## src/rtl/pwr_mode_pkg.sv

```systemverilog
// Package: shared state encoding for the low-power mode controller.
// Assumes the one-hot bit order below is what the pad and clock logic decode.
package pwr_mode_pkg;

    localparam int ST_W = 4;

    // One-hot state encoding; bit positions are part of the port contract.
    typedef enum logic [ST_W-1:0] {
        ST_RUN  = 4'b0001,
        ST_IDLE = 4'b0010,
        ST_PD   = 4'b0100,
        ST_WAIT = 4'b1000
    } pm_state_t;

endpackage

```

## src/rtl/pwr_wake_qual.sv

```systemverilog
// Module: qualifies wake-up sources for leaving power-down.
// Assumes external lines are active low and already synchronised to clk.
module pwr_wake_qual (
    input  logic clk,
    input  logic rst_n,
    input  logic ext0_n,
    input  logic ext0_lvl,
    input  logic ext0_en,
    input  logic ext1_n,
    input  logic ext1_lvl,
    input  logic ext1_en,
    input  logic sec_irq,
    input  logic sec_en,
    output logic wake
);

    logic w0, w1, ws;

    // Per-source qualification: only enabled, level-configured sources count.
    always_comb begin
        w0   = ext0_en & ext0_lvl & ~ext0_n;
        w1   = ext1_en & ext1_lvl & ~ext1_n;
        ws   = sec_en  & ext1_lvl & sec_irq;
        wake = w0 | w1 | ws;
    end

    // with both lines edge-configured nothing can wake the device.
    a_r5_edge_no_wake: assert property (@(posedge clk) disable iff (!rst_n)
        (!ext0_lvl && !ext1_lvl) |-> !wake);

endmodule

```

## src/rtl/pwr_stab_cnt.sv

```systemverilog
// Module: oscillator settling counter.
// Assumes STAB_CYCLES >= 2; done is high in the last of STAB_CYCLES counted cycles.
module pwr_stab_cnt #(
    parameter int STAB_CYCLES = 1024
) (
    input  logic clk,
    input  logic rst_n,
    input  logic count_en,
    output logic done
);

    localparam int CNT_W = $clog2(STAB_CYCLES + 1);
    localparam logic [CNT_W-1:0] LAST = CNT_W'(STAB_CYCLES - 1);

    logic [CNT_W-1:0] cnt;

    // Counter: clears whenever counting is not requested, otherwise advances.
    always_ff @(posedge clk) begin
        if (!rst_n || !count_en)
            cnt <= '0;
        else if (cnt != LAST)
            cnt <= cnt + 1'b1;
    end

    // Terminal-count decode.
    always_comb done = (cnt == LAST);

    // the counter never passes its last value.
    a_r6_cnt_range: assert property (@(posedge clk) disable iff (!rst_n)
        cnt <= LAST);

endmodule

```

## src/rtl/pwr_pin_ctrl.sv

```systemverilog
// Module: pad override controls derived from the operating state.
// Assumes the pad ring applies each override only while its control is high.
module pwr_pin_ctrl
    import pwr_mode_pkg::*;
(
    input  logic      clk,
    input  logic      rst_n,
    input  pm_state_t state,
    input  logic      ext_mem,
    input  logic      sio_en,
    output logic      ale_psen_force,
    output logic      ale_psen_val,
    output logic      p0_hiz,
    output logic      p2_sfr_sel,
    output logic      ser_hiz,
    output logic      pwm_force_hi
);

    logic is_run, is_idle, is_stop;

    // State decode: wait behaves like power-down on the pins.
    always_comb begin
        is_run  = (state == ST_RUN);
        is_idle = (state == ST_IDLE);
        is_stop = (state == ST_PD) || (state == ST_WAIT);
    end

    // Override generation.
    always_comb begin
        ale_psen_force = ~is_run;
        ale_psen_val   = is_idle;
        p0_hiz         = ext_mem & ~is_run;
        p2_sfr_sel     = ext_mem & is_stop;
        ser_hiz        = is_stop | (is_idle & ~sio_en);
        pwm_force_hi   = ~is_run;
    end

    // port 2 never holds register data while port 0 drives in run.
    a_r10_p2_only_stopped: assert property (@(posedge clk) disable iff (!rst_n)
        p2_sfr_sel |-> p0_hiz);

    // the forced ALE/PSEN level is high only when the override is active.
    a_r9_val_needs_force: assert property (@(posedge clk) disable iff (!rst_n)
        ale_psen_val |-> ale_psen_force);

endmodule

```

## src/rtl/pwr_mode_ctrl.sv

```systemverilog
// Module: run/idle/power-down sequencer with oscillator restart wait.
// Assumes clk is an always-on control clock, independent of the gated HF oscillator,
// and that rst_n is the synchronised external reset.
module pwr_mode_ctrl
    import pwr_mode_pkg::*;
#(
    parameter int STAB_CYCLES = 1024,
    parameter int PRIO_W      = 2
) (
    input  logic              clk,
    input  logic              rst_n,
    input  logic              idle_req,
    input  logic              pd_req,
    input  logic              wdt_en,
    input  logic              ext0_n,
    input  logic              ext0_lvl,
    input  logic              ext0_en,
    input  logic              ext1_n,
    input  logic              ext1_lvl,
    input  logic              ext1_en,
    input  logic              sec_irq,
    input  logic              sec_en,
    input  logic [PRIO_W-1:0] wake_prio,
    input  logic              in_svc,
    input  logic [PRIO_W-1:0] svc_prio,
    input  logic              irq_pend,
    input  logic [PRIO_W-1:0] irq_prio,
    input  logic              ext_mem,
    input  logic              sio_en,
    output logic [ST_W-1:0]   state_oh,
    output logic              mode_idle,
    output logic              mode_pd,
    output logic              cpu_clk_en,
    output logic              per_clk_en,
    output logic              hfosc_en,
    output logic              ale_psen_force,
    output logic              ale_psen_val,
    output logic              p0_hiz,
    output logic              p2_sfr_sel,
    output logic              ser_hiz,
    output logic              pwm_force_hi
);

    pm_state_t state, state_nx;
    logic      idle_nx, pd_nx;
    logic      wake, stab_done, cnt_en;
    logic      svc_blocks, idle_exit, pd_ok;

    pwr_wake_qual u_wake (
        .clk      (clk),
        .rst_n    (rst_n),
        .ext0_n   (ext0_n),
        .ext0_lvl (ext0_lvl),
        .ext0_en  (ext0_en),
        .ext1_n   (ext1_n),
        .ext1_lvl (ext1_lvl),
        .ext1_en  (ext1_en),
        .sec_irq  (sec_irq),
        .sec_en   (sec_en),
        .wake     (wake)
    );

    pwr_stab_cnt #(.STAB_CYCLES(STAB_CYCLES)) u_stab (
        .clk      (clk),
        .rst_n    (rst_n),
        .count_en (cnt_en),
        .done     (stab_done)
    );

    pwr_pin_ctrl u_pins (
        .clk            (clk),
        .rst_n          (rst_n),
        .state          (state),
        .ext_mem        (ext_mem),
        .sio_en         (sio_en),
        .ale_psen_force (ale_psen_force),
        .ale_psen_val   (ale_psen_val),
        .p0_hiz         (p0_hiz),
        .p2_sfr_sel     (p2_sfr_sel),
        .ser_hiz        (ser_hiz),
        .pwm_force_hi   (pwm_force_hi)
    );

    // Decision terms: watchdog gate, in-service priority block, idle exit.
    always_comb begin
        pd_ok      = pd_req & ~wdt_en;
        svc_blocks = in_svc & (svc_prio >= wake_prio);
        idle_exit  = irq_pend & (~in_svc | (irq_prio > svc_prio));
        cnt_en     = (state == ST_WAIT) & wake;
    end

    // Next-state and mode-bit logic.
    always_comb begin
        state_nx = state;
        idle_nx  = mode_idle;
        pd_nx    = mode_pd;
        unique case (state)
            ST_RUN: begin
                if (pd_ok) begin
                    state_nx = ST_PD;
                    pd_nx    = 1'b1;
                    idle_nx  = 1'b0;
                end else if (idle_req) begin
                    state_nx = ST_IDLE;
                    idle_nx  = 1'b1;
                end
            end
            ST_IDLE: begin
                if (idle_exit) begin
                    state_nx = ST_RUN;
                    idle_nx  = 1'b0;
                    pd_nx    = 1'b0;
                end
            end
            ST_PD: begin
                if (wake) state_nx = ST_WAIT;
            end
            ST_WAIT: begin
                if (!wake) begin
                    state_nx = ST_PD;
                end else if (stab_done) begin
                    pd_nx = 1'b0;
                    if (svc_blocks) begin
                        state_nx = ST_IDLE;
                        idle_nx  = 1'b1;
                    end else begin
                        state_nx = ST_RUN;
                        idle_nx  = 1'b0;
                    end
                end
            end
            default: state_nx = ST_RUN;
        endcase
    end

    // State and mode-bit registers with synchronous reset.
    always_ff @(posedge clk) begin
        if (!rst_n) begin
            state     <= ST_RUN;
            mode_idle <= 1'b0;
            mode_pd   <= 1'b0;
        end else begin
            state     <= state_nx;
            mode_idle <= idle_nx;
            mode_pd   <= pd_nx;
        end
    end

    // Clock and oscillator enables per state.
    always_comb begin
        state_oh   = state;
        cpu_clk_en = (state == ST_RUN);
        per_clk_en = (state == ST_RUN) || (state == ST_IDLE);
        hfosc_en   = (state != ST_PD);
    end

    // exactly one state bit.
    a_r12_onehot: assert property (@(posedge clk) disable iff (!rst_n)
        $countones(state_oh) == 1);

    // watchdog keeps the core out of power-down.
    a_r3_wdt_blocks_pd: assert property (@(posedge clk) disable iff (!rst_n)
        (state_oh[0] && wdt_en) |=> !state_oh[2]);

    // oscillator wait is only ever entered from power-down.
    a_r6_wait_from_pd: assert property (@(posedge clk) disable iff (!rst_n)
        $rose(state_oh[3]) |-> $past(state_oh[2]));

    // completed wait with a blocking in-service interrupt lands in idle.
    a_r7_blocked_to_idle: assert property (@(posedge clk) disable iff (!rst_n)
        (state_oh[3] && wake && stab_done && svc_blocks) |=> (state_oh[1] && mode_idle && !mode_pd));

    // idle holds while no request is pending.
    a_r8_idle_hold: assert property (@(posedge clk) disable iff (!rst_n)
        (state_oh[1] && !irq_pend) |=> state_oh[1]);

endmodule

```

## config.mk

```make
export PLATFORM = sky130hd
export DESIGN_NAME = pwr_mode_ctrl
export DESIGN_NICKNAME = d
export VERILOG_FILES = /design/src/rtl/pwr_mode_pkg.sv /design/src/rtl/pwr_wake_qual.sv /design/src/rtl/pwr_stab_cnt.sv /design/src/rtl/pwr_pin_ctrl.sv /design/src/rtl/pwr_mode_ctrl.sv
export SDC_FILE = /design/constraint.sdc
export NUM_CORES = 1
export LEC_CHECK = 0
export BUFFER_PORTS_ARGS = -buffer_cell sky130_fd_sc_hd__buf_2
export CORE_MARGIN = 2
export CORE_UTILIZATION = 44
export DETAILED_ROUTE_END_ITERATION = 8
export PLACE_DENSITY = 0.79
export SLEW_MARGIN = 20
export SYNTH_ARGS = -nofsm -noshare
export SYNTH_HDL_FRONTEND = slang
export SYNTH_SLANG_ARGS = --single-unit
```

## constraint.sdc

```tcl
create_clock -name clk -period 1.5 [get_ports clk]
set_input_delay 0.15 -clock clk [delete_from_list [all_inputs] [get_ports clk]]
set_output_delay 0.15 -clock clk [all_outputs]
set_load 0.02 [all_outputs]
```

==> impl_metrics.tcl <==
set metrics [dict create \
    worst_ir_drop_vdd_v 0.000765 \
    p_seq_share_pct 31.8 \
    whs_ns 0.146 \
    start_kind "flop" \
    fmax_mhz 550 \
    synthAdderAreaFrac_pct 5.88 \
    yosys.area_share.simple_pct 33.7 \
    drt-pass1-iter-count 4 \
    finalSetupViolCount 26 \
    combinationalPowerShare_pct 52.9 \
    place.gp.congestion 0.878 \
    root_buffer "clkbuf_4" \
    yosysSeqAreaShare_pct 32.0 \
    num_vias 1329 \
    cp_max_fo 5 \
    total_power_mw 1.69 \
    maxSlewViolCount 0 \
    power_density_nw_per_um2 886 \
    hold_path_class "input pin to flop" \
    netlist_top_cells_count "17 x dfxtp_1, 14 x nor2_1, 9 x inv_1, 9 x o21ai_0, 7 x nand2_1" \
    coreArea_um2 2250 \
    die-area_um2 2830 \
    grt_usage_pct 30.1 \
    grt_pass1_wl_mm 6.11 \
    cpPeakStageDelay_ns 0.58 \
    path_cells "or4b_4, buf_6, and2_4, buf_6" \
    cts.path.max_buffers 2 \
    die_w_um 53.2 \
    synth_area_per_cell_um2 8.38 \
    cpMostUsedCell "buf_6" \
    portBuffers 37 \
    async_flop_share_pct 0 \
    crit_path_end_kind "output port" \
    area_delta_synth_final_pct 78.7 \
    setup_ws_ns -0.318 \
    placed_area_um2 1490 \
    worstPathRequired_ns 1.35 \
    grt_pass1_vias 1362 \
    ys_types 41 \
    synth_warnings 0 \
    rows 17 \
    ios 38 \
    ff_latch_area_um2 352 \
    syn_area_um2 1060 \
    diodes 0 \
    cts_num_sinks 17 \
    max_slew_margin_pct 73.5 \
    cts_inserted_buffers 3 \
    period_minus_slack_ns 1.82 \
    final_area_um2 1900 \
    yosysTopAreaCellShare_pct 32.0 \
    tritoncts "yes" \
    ys.flop_type "dfxtp_1" \
    worstPathArrival_ns 1.67 \
    drive_gt1_share_pct 62.5 \
    hpwlAfterDp_mm 2.26 \
    hold_viol_final 0 \
    reg2reg_slack_ns -0.21 \
    yosysTopAreaCell "dfxtp_1" \
    syn_inst 127 \
    worstSkewPairLatency_ns 0.30 \
    intPower_mw 1.04 \
    synth_top_family_by_area "simple AND/OR/NAND/NOR gates" \
    p_leak_nw 0.824 \
    wirelength_mm 4.19 \
    initial_utilization_pct 47.2 \
    synth_fp_nets 155 \
    multi_input_area_um2 883 \
    status "finished with violations" \
    post_drt_wl_per_cell_um 18.4 \
    pwr-share-clk_pct 15.3 \
    die_h_um 53.2 \
    drc_errors 0 \
    synth.area.top_cells "dfxtp_1 32%, ha_1 5.9%, nor2_1 4.9%" \
    skew_ns 0.00602 \
    first_iter_violations 28 \
    grt_start_max_net_pins 10 \
    fin_cells 228 \
    cts_htree_levels 1 \
    p_sw_mw 0.646 \
    ant_nets 0 \
    nFillCells 132 \
    p_sw_share_pct 38.3 \
    synth.most_common_cell "dfxtp_1" \
    synth_mux_area_share_pct 2.82 \
    vias_per_cell 5.83 \
    drv_cap 0 \
    antenna_found_initial 0 \
    pre_cts_ws_ns -0.152 \
    grt.overflow.total 0 \
    crit_slowest_cell "or4b_4" \
    synth_compound_area_share_pct 12.2 \
    dp.cells 214 \
    synth-xor-area-share_pct 7.40 \
    post-route-period-util_pct 121 \
    clk_pin_slew_ns 0.10 \
    worst_pin_slew_ns 0.398 \
    synth-seq-cells 17 \
    nets 229 \
    violations "negative setup slack" \
    crit_type "flop to output port" \
    rsz0062_at_grt "yes" \
    synth_edf_count 0 \
]
[layout make-up]
cell class,count,share of cell area (%)
Timing Repair Buffer,73,29.7
Clock buffer,4,1.38
Sequential cell,17,18.5
Multi-Input combinational cell,97,46.4
Tap cell,28,1.84
Inverter,9,2.17
[what timing repair did]
action / CTS / global route
hold buffers: 0 / 0
cloned: 0 / 0
setup endpoints to repair: 22 / 26
buffers inserted: 6 / 4
pin swaps: 9 / 14
gates resized for setup: 50 / 27
[flip-flops by register name, indices dropped and copies added (netlist names)]
register and count:
u_stab.cnt 11, state_oh 4, mode_idle 1, mode_pd 1
[power groups by stage]
stage               sequential, mW  combinational [mW]  clock (mW)
floorplan                    0.587               0.331           0
global route                 0.540               0.941       0.271
CTS                          0.530               0.810       0.247
finish                       0.537               0.892       0.258
detailed placement           0.537               0.571           0
global placement             0.532               0.560           0
[through the flow]
step | util [%] | setup TNS [ns]
finish | 84.4 | -3.62
global placement | 66.2 | -0.519
CTS | 77.3 | -2.37
detailed placement | 66.2 | -1.07
floorplan | - | -0.534
global route | 84.4 | -4.88
[cell usage in the layout (no fill, tap or decap), drive strengths merged, types with 2 or more instances in the layout]
master and count:
buf 73, dfxtp 17, nor2 14, inv 9
o21ai 9, nand2 7, nand3 6, xnor2 5
ha 5, or4b 4, xor2 4, clkbuf 4
and2 4, nor2b 4, nor3 4, nand3b 3
mux2i 3, nand2b 2, or3b 2, a211oi 2
a21oi 2, a311oi 2, nor3b 2, or3 2
[routing by layer]
layer | GRT usage (%) | share of wire, % | vias to the layer above
met5 | 0 | 0 | -
met4 | 18.4 | 5.2 | 0
met3 | 5.37 | 4.6 | 26
met2 | 56.0 | 56 | 65
met1 | 30.7 | 34 | 643
li1 | - | - | 595
[worst max-delay path, delay by kind of cell, from the launching register on]
kind                   cells  cell delay, ns
buffers and inverters      2            0.28
DFF                        1            0.36
and+or+nand+nor            2            0.72
[logic make-up (layout without fill, tap and decap cells)]
group	after synthesis	count (layout)
AO/OA/AOI/OAI	20	20
XOR/XNOR	9	9
adder cells (fa/ha/maj)	5	5
buffers and inverters	13	86
flip-flops	17	17
multiplexers	3	3
AND/OR/NAND/NOR	60	60
[final timing paths]
path                  start             end  cells after the start
max             state_oh[2]          p0_hiz                      4
min                   rst_n     state_oh[0]                      2
max reg2reg     state_oh[2]       mode_idle                      6
min reg2reg  u_stab.cnt[10]  u_stab.cnt[10]                      2
Note: power is estimated with default switching activity, not from simulation.
